### config.mk
export PLATFORM = sky130hd
export DESIGN_NAME = strip_fold_coinc
export DESIGN_NICKNAME = d
export VERILOG_FILES = /design/src/rtl/strip_fold_coinc.sv
export SDC_FILE = /design/constraint.sdc
export NUM_CORES = 1
export LEC_CHECK = 0
export BUFFER_PORTS_ARGS = -buffer_cell sky130_fd_sc_hd__buf_2
export CORE_ASPECT_RATIO = 0.8
export CORE_MARGIN = 2
export CORE_UTILIZATION = 30
export CTS_CLUSTER_SIZE = 28
export DETAILED_ROUTE_END_ITERATION = 7
export GPL_TIMING_DRIVEN = 0
export SLEW_MARGIN = 20
export SYNTH_ARGS = -nofsm -noshare
export SYNTH_HDL_FRONTEND = slang
export SYNTH_SLANG_ARGS = --single-unit
### constraint.sdc
create_clock -name clk -period 1.7 [get_ports clk]
set_input_delay 0.425 -clock clk [delete_from_list [all_inputs] [get_ports clk]]
set_output_delay 0.425 -clock clk [all_outputs]
set_load 0.02 [all_outputs]
### src/rtl/strip_fold_coinc.sv
module strip_fold_coinc #(
  parameter int NSTRIP  = 32,
  parameter int NGROUP  = 8,
  parameter int NFOLD   = 4,
  parameter int STRETCH = 3
) (
  input  logic              clk,
  input  logic              rst_n,
  input  logic [NSTRIP-1:0] hit,
  output logic [NFOLD-1:0]  fold,
  output logic              tdc_stop
);

  localparam int NPER = NSTRIP / NGROUP;
  localparam int CW   = $clog2(STRETCH + 1);
  localparam logic [CW-1:0] LOAD = CW'(STRETCH);

  logic [NSTRIP-1:0] held;
  logic [NGROUP-1:0] grp;

  for (genvar s = 0; s < NSTRIP; s++) begin : g_strip
    logic [CW-1:0] cnt;
    always_ff @(posedge clk or negedge rst_n) begin
      if (!rst_n)         cnt <= '0;
      else if (hit[s])    cnt <= LOAD;
      else if (cnt != 0)  cnt <= cnt - 1'b1;
    end
    assign held[s] = |cnt;
  end

  always_comb begin
    grp = '0;
    for (int g = 0; g < NGROUP; g++)
      for (int j = 0; j < NPER; j++)
        grp[g] = grp[g] | held[g + j*NGROUP];
  end

  function automatic logic ring_run(input logic [NGROUP-1:0] v, input int len);
    logic any, all;
    any = 1'b0;
    for (int k = 0; k < NGROUP; k++) begin
      all = 1'b1;
      for (int j = 0; j < len; j++)
        all = all & v[(k + j) % NGROUP];
      any = any | all;
    end
    return any;
  endfunction

  for (genvar m = 0; m < NFOLD; m++) begin : g_fold
    assign fold[m] = ring_run(grp, m + 1);
  end

  assign tdc_stop = |hit;


  reset_quiet_chk: assert property (@(posedge clk) !rst_n |-> fold == '0);


  stop_opens_window_chk: assert property (@(posedge clk) disable iff (!rst_n)
    tdc_stop |=> fold[0]);


  drop_needs_idle_chk: assert property (@(posedge clk) disable iff (!rst_n)
    $fell(fold[0]) |-> $past(hit) == '0);


  pair_count_chk: assert property (@(posedge clk) disable iff (!rst_n)
    fold[1] |-> $countones(grp) >= 2);

  for (genvar m = 1; m < NFOLD; m++) begin : g_nest

    fold_nested_chk: assert property (@(posedge clk) disable iff (!rst_n)
      fold[m] |-> fold[m-1]);
  end

endmodule

==> qor.log <==
qor: route.drcViolationCount 0
qor: route.finalWirelength 7480 um
qor: critical_path.class_of_the_most_critical_setup_path register to output port
qor: cells_and_area.postLayoutCoreUtil 0.449
qor: pwr.power.share.combinational 0.352
qor: global_routing.met1_resource_use_gr 0.167
qor: sta.totalNegativeSetupSlack -2.04 ns
qor: floorplan.die_width 123 um
qor: synth.share_of_the_synthesized_area_in_the_top_cell_type 0.471
qor: global_routing.grt_first_pass_wirelength 12500 um
qor: critical_path.critical_path.cell_chain inv_2 > ha_4 > nand4_1 > o21a_1 > o21ai_1 > o211ai_1 > buf_4
qor: sta.postLayoutSetupSlackWorst -0.516 ns
qor: synth.synth_fp_nets 390
qor: critical_path.critical-path-slowest-cell dfrtp_1
qor: pwr.part_of_the_total_power_dissipated_in_sequential_elements 0.357
qor: status.status finished, violations left
qor: pwr.p_sw_frac 0.316
qor: clock_tree.clock_latency 0.32 ns
qor: synth.synth_top_cell_by_area dfrtp_1
qor: synth.synth.top_cells.by_area dfrtp_1 (47%), ha_1 (12%), xor2_1 (8.3%)
qor: global_routing.overflow 0
qor: floorplan.top_level_pins 39
qor: floorplan.core_area 10900 sq um
qor: pwr.power_density 1280 nW/um^2
qor: global_routing.antenna_found_initial 0
qor: worst_hold_path.hp-class input port to register
qor: sta.fin_crit 2.22 ns
qor: cells_and_area.max_flop_register g_strip.cnt
qor: synth.synth_cells 324
qor: cells_and_area.insertedDiodeCount 0
qor: route.wl_per_cell 13.5 um
qor: route.dr_total_vias 2551
qor: sta.fin_worst_skew 0.00290 ns
qor: route.vias_per_cell 4.59
qor: clock_tree.numClockSinks 64
qor: sta.timing_max_transition_violations_final 0
qor: synth.synth.lib_cells_used.distinct 23
qor: clock_tree.cts_htree_levels 3
qor: floorplan.die_h 99.2 um
qor: clock_tree.tritoncts built
qor: global_routing.grt_pass1_vias 2614
qor: sta.final.period_utilization 1.30
qor: global_routing.top_usage_layer met2
qor: placement.hpwl 5200 um
qor: critical_path.cp-end-kind output port
qor: global_routing.grt_start_max_net_pins 46
qor: sta.timing_worst_slew_pin_value 0.301 ns
qor: critical_path.maximum_net_fanout_on_the_critical_path 4
qor: cells_and_area.post_route_cells_drive_above_1_share 0.408
qor: critical_path.critPathTopFamily compound AO/OA/AOI/OAI gates
qor: floorplan.initial_util 0.311
qor: route.drt.antenna.violating_nets 0
qor: pwr.power.ir.vdd_worst 670 uV
qor: route.drt-initial-drc-count 81
qor: synth.ys_warn_count 0
qor: synth.ys_seq_elements 64
qor: global_routing.grt.met2_usage 0.220
qor: placement.port_buffers 38
qor: cells_and_area.num-fill-cells 966
qor: critical_path.critical_path.max_stage_delay 0.38 ns
qor: cells_and_area.area_growth_syn_to_layout 44.4%
qor: route.first_pass_iters 4
qor: critical_path.crit_arrival 1.79 ns
qor: flow_run.maxCapViolations 0
qor: critical_path.worst-path-buf-inv 2
qor: pwr.leakage_component_of_the_power 2.36 nW
qor: pwr.pwr-share-clk 0.291
qor: sta.grt_setup_unrepaired yes
qor: sta.hold_slack 0.311 ns
qor: global_routing.groute.usage.overall 0.134
qor: synth.syn_avg_cell_area 10.5 sq um
qor: cells_and_area.design.final.nets 473
qor: synth.synth_seq_area_share 0.471
qor: sta.max-slew-margin-rel 0.800
qor: pwr.net_switching_power 1.99 mW
qor: sta.fmax 0.451 GHz
qor: synth.synth.cell_area 3400 sq um
qor: clock_tree.clock_tree.buffer_depth 2
qor: sta.setup_violations 5
qor: placement.finalWeightedCongestion 0.815
qor: clock_tree.number_of_buffers_inserted_during_clock_tree_synthesis 9
qor: floorplan.row_count 34
qor: sta.hold_viol 0
qor: floorplan.dieArea 12200 sq um
qor: cells_and_area.flip_flop_count_of_the_largest_register_after_layout 64
qor: critical_path.setup.worst_path.start_class register
qor: cells_and_area.reg_top3 g_strip.cnt: 64 flops
qor: pwr.intPower 4.30 mW
qor: critical_path.cp_data_required_time 1.27 ns
qor: global_routing.grt_use_met3 0.0396
qor: status.violations setup timing
qor: clock_tree.worst_setup_hold_path_clk_slew 0.05 ns
qor: clock_tree.cts.root.buffer_cell clkbuf_16
[area by class of cell]
cell class                 count  area [sq um]  area share
clock buffer                  13           260      0.0531
clock inverter                 3          40.0     0.00816
inverter                      64           240      0.0490
multi-input combinational    196          2080       0.424
sequential                    64          1600       0.327
tap                          144           180      0.0367
timing repair buffer          72           504       0.103
[layer usage]
metal	wire length [um]	vias to the layer above
li1	-	1239
met1	3420	1274
met2	3700	27
met3	235	11
met4	125	0
met5	0	-
[metrics by stage]
stage	worst slack, ns	total power [mW]	cell area (sq um)	instances
floorplan	-0.0227	3.37	3430	324
global placement	-0.462	3.61	3800	506
detailed placement	-0.439	3.75	3830	507
CTS	-0.518	6.27	4830	550
global route	-0.657	6.78	4900	556
finish	-0.516	6.29	4900	556
[path summary, 6_finish.rpt]
check,depth (start not counted),to,start,slack [ns]
min in group asynchronous,2,g_strip[19].cnt[0]$_DFFE_PN0P_,rst_n,0.53
hold reg to reg,1,g_strip[12].cnt[1]$_DFFE_PN0P_,g_strip[12].cnt[1]$_DFFE_PN0P_,0.49
hold / removal,2,g_strip[0].cnt[0]$_DFFE_PN0P_,hit[0],0.31
max in group asynchronous,3,g_strip[24].cnt[1]$_DFFE_PN0P_,rst_n,0.64
setup reg to reg,5,g_strip[11].cnt[1]$_DFFE_PN0P_,g_strip[11].cnt[1]$_DFFE_PN0P_,0.52
setup / recovery,7,fold[2],g_strip[10].cnt[1]$_DFFE_PN0P_,-0.52
[cell families after synthesis]
| family | Yosys count | share of synthesized area |
|---|---|---|
| and+or+nand+nor | 90 | 0.153 |
| buffers and inverters | 64 | 0.0707 |
| DFF | 64 | 0.471 |
| AOI/OAI and AO/OA | 42 | 0.105 |
| xor gates and xnor gates | 32 | 0.0825 |
| adders and majority gates | 32 | 0.118 |
[cell usage in the layout (no fill, tap or decap)]
cell type       n
clkbuf_8        2
o211ai_1        1
or2_1           1
nor4_2          3
a211o_2         1
a211o_1        31
ha_4           31
nand2_1         1
nand4_1         7
nor4_1          1
o21a_1          2
nor2_1         34
nand3_1         1
o21ai_2         1
dlygate4sd3_1   1
clkbuf_16       9
clkbuf_1        2
inv_2          31
and2_4          1
nand4_4         4
buf_2          31
o21ai_1         1
a21oi_2         1
buf_16          1
buf_6           3
bufinv_16       1
nor4_4          5
a22oi_2         3
xor2_1         32
dfrtp_1        64
buf_4          35
clkinv_2        2
inv_1          33
ha_2            1
nand2b_1       32
o22ai_2         1
buf_8           1
[repair_timing]
item / in CTS / in global routing
pin swaps: 33 / 11
endpoints found under the setup margin: 5 / 5
endpoints found under the hold margin: 19 / 0
gates resized for setup: 102 / 10
gates cloned: 0 / 0
hold buffers: 1 / 0
setup buffers: 26 / 6
[cells in the mapped netlist (all sizes together)]
cell,number
a21oi,1
or2,1
o21a,2
nand2b,32
o22ai,1
a22oi,3
nor4,9
nor2,34
nand4,11
o21ai,2
o211ai,1
nand2,1
inv,64
xor2,32
dfrtp,64
a211o,32
ha,32
nand3,1
and2,1
[power groups by stage]
stage	clock, mW	sequential (mW)	combinational [mW]
3_3_place_gp	0	2.21	1.40
6_report	1.83	2.24	2.21
4_1_cts	1.89	2.23	2.15
2_1_floorplan	0	2.18	1.19
5_1_grt	1.96	2.29	2.52
3_5_place_dp	0	2.23	1.52
Power figures use the tool's default switching activity.
